$ cat src/rtl/cmp_timer_pkg.sv
package cmp_timer_pkg;
  localparam int unsigned SEL_CNT  = 0;
  localparam int unsigned SEL_CLR  = 1;
  localparam int unsigned SEL_CMP0 = 2;
endpackage

$ cat src/rtl/ct_prescaler.sv
module ct_prescaler #(
  parameter int PRESC_W = 8,
  parameter int DSEL_W  = 4
) (
  input  logic              clk_i,
  input  logic              rst_ni,
  input  logic              run_i,
  input  logic [DSEL_W-1:0] div_sel_i,
  output logic              tick_o
);
  logic [PRESC_W-1:0] pre_q;
  logic [PRESC_W-1:0] mask;
  logic [DSEL_W-1:0]  sel_sat;

  always_comb begin
    sel_sat = (int'(div_sel_i) > PRESC_W) ? DSEL_W'(PRESC_W) : div_sel_i;
    for (int i = 0; i < PRESC_W; i++) mask[i] = (i < int'(sel_sat));
  end

  assign tick_o = run_i && ((pre_q & mask) == mask);

  always_ff @(posedge clk_i or negedge rst_ni) begin
    if (!rst_ni)    pre_q <= '0;
    else if (run_i) pre_q <= pre_q + 1'b1;
  end
endmodule

$ cat src/rtl/ct_counter.sv
module ct_counter #(
  parameter int CNT_W = 8
) (
  input  logic             clk_i,
  input  logic             rst_ni,
  input  logic             tick_i,
  input  logic             load_i,
  input  logic [CNT_W-1:0] load_val_i,
  output logic [CNT_W-1:0] cnt_o,
  output logic             blk_o,
  output logic             wrap_o
);
  logic [CNT_W-1:0] cnt_q;
  logic             blk_q;

  assign wrap_o = tick_i && !load_i && (cnt_q == '1);
  assign cnt_o  = cnt_q;
  assign blk_o  = blk_q;

  always_ff @(posedge clk_i or negedge rst_ni) begin
    if (!rst_ni) begin
      cnt_q <= '0;
      blk_q <= 1'b0;
    end else if (load_i) begin
      cnt_q <= load_val_i;
      blk_q <= 1'b1;
    end else if (tick_i) begin
      cnt_q <= cnt_q + 1'b1;
      blk_q <= 1'b0;
    end
  end
endmodule

$ cat src/rtl/ct_channel.sv
module ct_channel #(
  parameter int CNT_W = 8
) (
  input  logic             clk_i,
  input  logic             rst_ni,
  input  logic             tick_i,
  input  logic             blk_i,
  input  logic             load_i,
  input  logic [CNT_W-1:0] cnt_i,
  input  logic             wr_cmp_i,
  input  logic [CNT_W-1:0] wr_data_i,
  input  logic             clr_i,
  output logic             flag_o
);
  logic [CNT_W-1:0] cmp_q;
  logic             flag_q;
  logic             hit;

  // match judged on the count held when the tick arrives
  assign hit    = tick_i && !load_i && !blk_i && (cnt_i == cmp_q);
  assign flag_o = flag_q;

  always_ff @(posedge clk_i or negedge rst_ni) begin
    if (!rst_ni)       cmp_q <= '0;
    else if (wr_cmp_i) cmp_q <= wr_data_i;
  end

  always_ff @(posedge clk_i or negedge rst_ni) begin
    if (!rst_ni)    flag_q <= 1'b0;
    else if (hit)   flag_q <= 1'b1;
    else if (clr_i) flag_q <= 1'b0;
  end
endmodule

$ cat src/rtl/cmp_timer.sv
module cmp_timer
  import cmp_timer_pkg::*;
#(
  parameter  int CNT_W   = 8,
  parameter  int N_CH    = 2,
  parameter  int PRESC_W = 8,
  localparam int DSEL_W  = $clog2(PRESC_W + 1),
  localparam int SEL_W   = $clog2(N_CH + 2)
) (
  input  logic              clk_i,
  input  logic              rst_ni,
  input  logic              run_i,
  input  logic [DSEL_W-1:0] div_sel_i,
  input  logic              wr_en_i,
  input  logic [SEL_W-1:0]  wr_sel_i,
  input  logic [CNT_W-1:0]  wr_data_i,
  input  logic [N_CH:0]     irq_ack_i,
  output logic [CNT_W-1:0]  cnt_o,
  output logic [N_CH-1:0]   cmp_flag_o,
  output logic              ovf_flag_o
);
  logic tick, ld_cnt, blk, wrap, wr_clr, ovf_q;

  assign ld_cnt = wr_en_i && (int'(wr_sel_i) == SEL_CNT);
  assign wr_clr = wr_en_i && (int'(wr_sel_i) == SEL_CLR);

  ct_prescaler #(.PRESC_W(PRESC_W), .DSEL_W(DSEL_W)) i_presc (
    .clk_i, .rst_ni, .run_i, .div_sel_i, .tick_o(tick)
  );

  ct_counter #(.CNT_W(CNT_W)) i_cnt (
    .clk_i, .rst_ni, .tick_i(tick), .load_i(ld_cnt), .load_val_i(wr_data_i),
    .cnt_o, .blk_o(blk), .wrap_o(wrap)
  );

  for (genvar k = 0; k < N_CH; k++) begin : g_ch
    ct_channel #(.CNT_W(CNT_W)) i_ch (
      .clk_i, .rst_ni, .tick_i(tick), .blk_i(blk), .load_i(ld_cnt),
      .cnt_i(cnt_o),
      .wr_cmp_i(wr_en_i && (int'(wr_sel_i) == SEL_CMP0 + k)),
      .wr_data_i,
      .clr_i((wr_clr && wr_data_i[k]) || irq_ack_i[k]),
      .flag_o(cmp_flag_o[k])
    );
  end

  // overflow ignores the block
  always_ff @(posedge clk_i or negedge rst_ni) begin
    if (!rst_ni)    ovf_q <= 1'b0;
    else if (wrap)  ovf_q <= 1'b1;
    else if ((wr_clr && wr_data_i[N_CH]) || irq_ack_i[N_CH]) ovf_q <= 1'b0;
  end
  assign ovf_flag_o = ovf_q;
endmodule

$ cat config.mk
export PLATFORM = sky130hd
export DESIGN_NAME = cmp_timer
export DESIGN_NICKNAME = d
export VERILOG_FILES = /design/src/rtl/cmp_timer_pkg.sv /design/src/rtl/ct_prescaler.sv /design/src/rtl/ct_counter.sv /design/src/rtl/ct_channel.sv /design/src/rtl/cmp_timer.sv
export SDC_FILE = /design/constraint.sdc
export NUM_CORES = 1
export LEC_CHECK = 0
export ABC_CLOCK_PERIOD_IN_PS = 1900
export CAP_MARGIN = 5
export CORE_MARGIN = 2
export CORE_UTILIZATION = 52
export CTS_CLUSTER_DIAMETER = 60
export DETAILED_ROUTE_END_ITERATION = 6
export GPL_ROUTABILITY_DRIVEN = 0
export PLACE_DENSITY = 0.78
export SYNTH_ARGS = -nofsm -noshare
export SYNTH_HDL_FRONTEND = slang
export SYNTH_SLANG_ARGS = --single-unit
export TNS_END_PERCENT = 50
$ cat constraint.sdc
create_clock -name clk_i -period 1.9 [get_ports clk_i]
set_clock_uncertainty 0.05 [all_clocks]
set_input_delay 0.38 -clock clk_i [delete_from_list [all_inputs] [get_ports clk_i]]
set_output_delay 0.38 -clock clk_i [all_outputs]
set_load 0.01 [all_outputs]
==> results.md <==
- Internal cell power: roughly 0.0015 W
- HPWL after DPL: roughly 3200 um
- Sink Count: 36
- LEAKAGE: around 1.0 nW
- Crit path kind: flip-flop to flip-flop
- Average wire per standard cell: ~17 um
- First-pass GRT wire length: between 7000 and 8000 um
- Crit path max fanout: 6
- Part of the power in combinational logic: 0.310
- Row Count: 21
- R2R cell count: 5
- Synth warnings: 0
- Final setup violation count: 1
- Share of cells above drive strength 1: 0.2431
- Vias in the first global route: around 1600
- Fin worst setup slack: -0.003329 ns
- Largest net degree at the start of global routing: 37
- Slew @ Worst Pin: roughly 0.45 ns
- Fmax: 0.5254 GHz
- Register-to-register setup slack: -0.003 ns
- Core Area: 0.003416 sq mm
- Synth Area per Inst: 10.71 sq um
- Clk buf depth: 2
- WP data arrival: roughly 2.1 ns
- Final wirelength: around 4400 um
- Unrepaired setup endpoints after global routing: yes
- Max IR drop VDD: roughly 0.65 mV
- Switch share: 0.3385
- Initial antenna violation count: 0
- Synth cell types: 38
- Drt first pass iters: 4
- CP Launch Type: flip-flop
- Largest family of logic cells by synthesized area: simple AND/OR/NAND/NOR gates
- CTS Buf Count: 5
- RR Endpoint: i_cnt.cnt_o[7]
- Synth Area in Compound Gates: 0.1030
- Min Tclk post-route: 1.903 ns
- Die width: 64.56 um
- Hold-fix buffers, CTS: 0
- Layout Nets: 240
- Die area: around 0.0042 sq mm
- Number of enable flip-flop cells after synthesis: 0
- Ys flop type: dfrtp_1
- Synthesis-stage register bit count: 36
- Status: finished, violations left
- R2R Path Start: i_presc.pre_q[0]
- Vias/cell: 5.883
- Synthesized instance count: around 180
- CTS clock-pin slew for the worst setup and hold paths: roughly 0.11 ns
- Most common cell in the synthesized netlist: dfrtp_1
- Clock share of power: 0.193
- Async SR Flop Fraction: 1.000
- Sequential area share after synthesis: 0.4724
- Post-synthesis simple-gate area fraction: 0.1680
- CP endpoint kind: flip-flop
- Area Growth Syn to Fin: 27.30%
- Root buffer cell: clkbuf_4
- Synthesized Nets: around 200
- Final Cell Area: between 0.002 and 0.0025 sq mm
- Total congestion overflow: 0
- Max H-tree Level: 2
- I/O pin count: 32
- Initial Utilization: 0.5582
- Final hold violation count: 0
- Crit path from: i_presc.pre_q[0]
- Post-synth top area share: 0.4724
- Fin. max-slew vios: 0
- Diodes inserted: 0
- HP Class: input port to async pin
- DRT iter0 DRCs: 55
- XOR/XNOR Fraction of Synth Area: 0.1102
- Placed cell areas: roughly 0.0023 sq mm
- Post-Place Setup Slack: -0.5048 ns
- Adder-cell area share of the yosys netlist: 0.01312
- Max Cap Viol: 0
- ANT nets after route: 0
- Area contributors post-synth: dfrtp_1, mux2_2, xor2_1
- Die extent in y: approximately 65 um
- Global Route Usage Sum: 0.2268
- Drt drc: 0
- Cell taking the most area after synthesis: dfrtp_1
- Synth top cells by count: dfrtp_1, mux2_2, xor2_1
- Mux cell area share after synthesis: 0.1004
- Post-Syn Area: between 0.0015 and 0.002 sq mm
- Critical Path RT: 2.12 ns
- Final period utilization: 1.002
- Via count: approximately 1600
- Part of the power in registers: 0.497
- Power density over the cells: roughly 950 mW/mm^2
- Slew HR: 0.7007
- Psw: about 0.0008 W
- Skew-Pair Late Insertion Delay: ~0.35 ns
- Violated checks: negative setup slack
- Port bufs: 31
- CTS tree: built
==> stage by stage <==
step / power (W) / utilization / hold slack (ns) / cells / setup TNS, ns
after floorplan: 0.001536 / - / 0.03441 / 178 / 0
after global placement: 0.001782 / 0.6773 / 0.4166 / 255 / -2.800
after detailed placement: 0.001830 / 0.6773 / 0.4144 / 255 / -4.362
after CTS: 0.002281 / 0.7000 / 0.3975 / 263 / -0.05296
after global routing: 0.002439 / 0.7106 / 0.4265 / 264 / -0.08403
final: 0.002295 / 0.7106 / 0.3856 / 264 / -0.003329
==> cell type report <==
type                            count  area (sq um)
Inverter                            1         3.754
Fill cell                         259         988.4
Tap cell                           46         57.56
Timing Repair Buffer               45         424.2
Sequential cell                    36         909.6
Clock inverter                      2         13.76
Clock buffer                        6         51.30
Multi-Input combinational cell    128         967.2
==> routing by layer <==
metal | part of all wire | routed length [um] | global-route usage | up-vias
met5 | 0 | 0 | 0 | -
met1 | 0.41 | 1779 | 0.2734 | 752
met2 | 0.49 | 2163 | 0.3776 | 62
met3 | 0.066 | 288 | 0.06076 | 16
li1 | - | - | - | 723
met4 | 0.032 | 140 | 0.1090 | 0
==> worst max path at each step <==
stage,to,depth (start not counted),slack (ns)
after floorplan,i_cnt.cnt_o[7],5,0.11
after global placement,i_cnt.cnt_o[7],6,-0.38
after detailed placement,i_cnt.cnt_o[7],6,-0.50
after CTS,i_cnt.cnt_o[7],6,-0.03
after global routing,i_cnt.cnt_o[7],5,-0.05
final,i_cnt.cnt_o[7],5,-0.003
==> layout by cell type (no fill, tap or decap), types with 2 or more instances in the layout <==
cell type and instances:
nand3b_1 4, or4_1 2, nand4_1 6, dlygate4sd2_1 2
xnor2_1 7, a21oi_1 2, o211ai_1 4, dfrtp_1 29
o21ai_1 2, dfrtp_2 7, nand3_1 4, and3b_1 2
ha_1 2, clkdlybuf4s50_1 26, a31oi_1 5, a211oi_2 2
o31ai_1 2, nand2_1 16, nor2_1 4, mux2_2 17
or3_1 3, clkbuf_4 5, xor2_1 17, o41ai_1 2
o21ai_0 3, and3_1 4, buf_4 13, nand2b_1 3
dlymetal6s2s_1 3, nor4_1 4
==> critical path, cell delays in order, from the launching register on <==
cell and delay (ns):
dfrtp_1 0.45, and3b_1 0.24, a211oi_2 0.11, a211o_1 0.35, or4_1 0.48, a31oi_1 0.14
==> cells by family (layout without fill, tap and decap cells) <==
group,count (synthesis),count (layout)
and+or+nand+nor,57,57
buffers and inverters,14,54
muxes,17,17
adders and majority gates,2,2
xor gates and xnor gates,24,24
AOI/OAI and AO/OA,28,28
DFF,36,36
==> power groups by stage <==
stage / sequential (W) / clock [W] / combinational (W)
6_report: 0.00114 / 0.000443 / 0.000713
5_1_grt: 0.00116 / 0.000486 / 0.000791
3_3_place_gp: 0.00114 / 0 / 0.000646
2_1_floorplan: 0.00108 / 0 / 0.000456
3_5_place_dp: 0.00115 / 0 / 0.000681
4_1_cts: 0.00114 / 0.000458 / 0.000685
==> flip-flops by register name, indices dropped and copies added, names as in the netlist <==
signal	cells
g_ch.i_ch.cmp_q	16
i_cnt.blk_o	1
i_presc.pre_q	8
ovf_flag_o	1
i_cnt.cnt_o	8
g_ch.i_ch.flag_o	2
==> timing repair <==
item,CTS,global route
resized for setup,10,9
endpoints found under the setup margin,12,8
pin swaps,1,7
endpoints found under the hold margin,0,0
setup buffers,0,1
(Power assumes the default switching activity.)
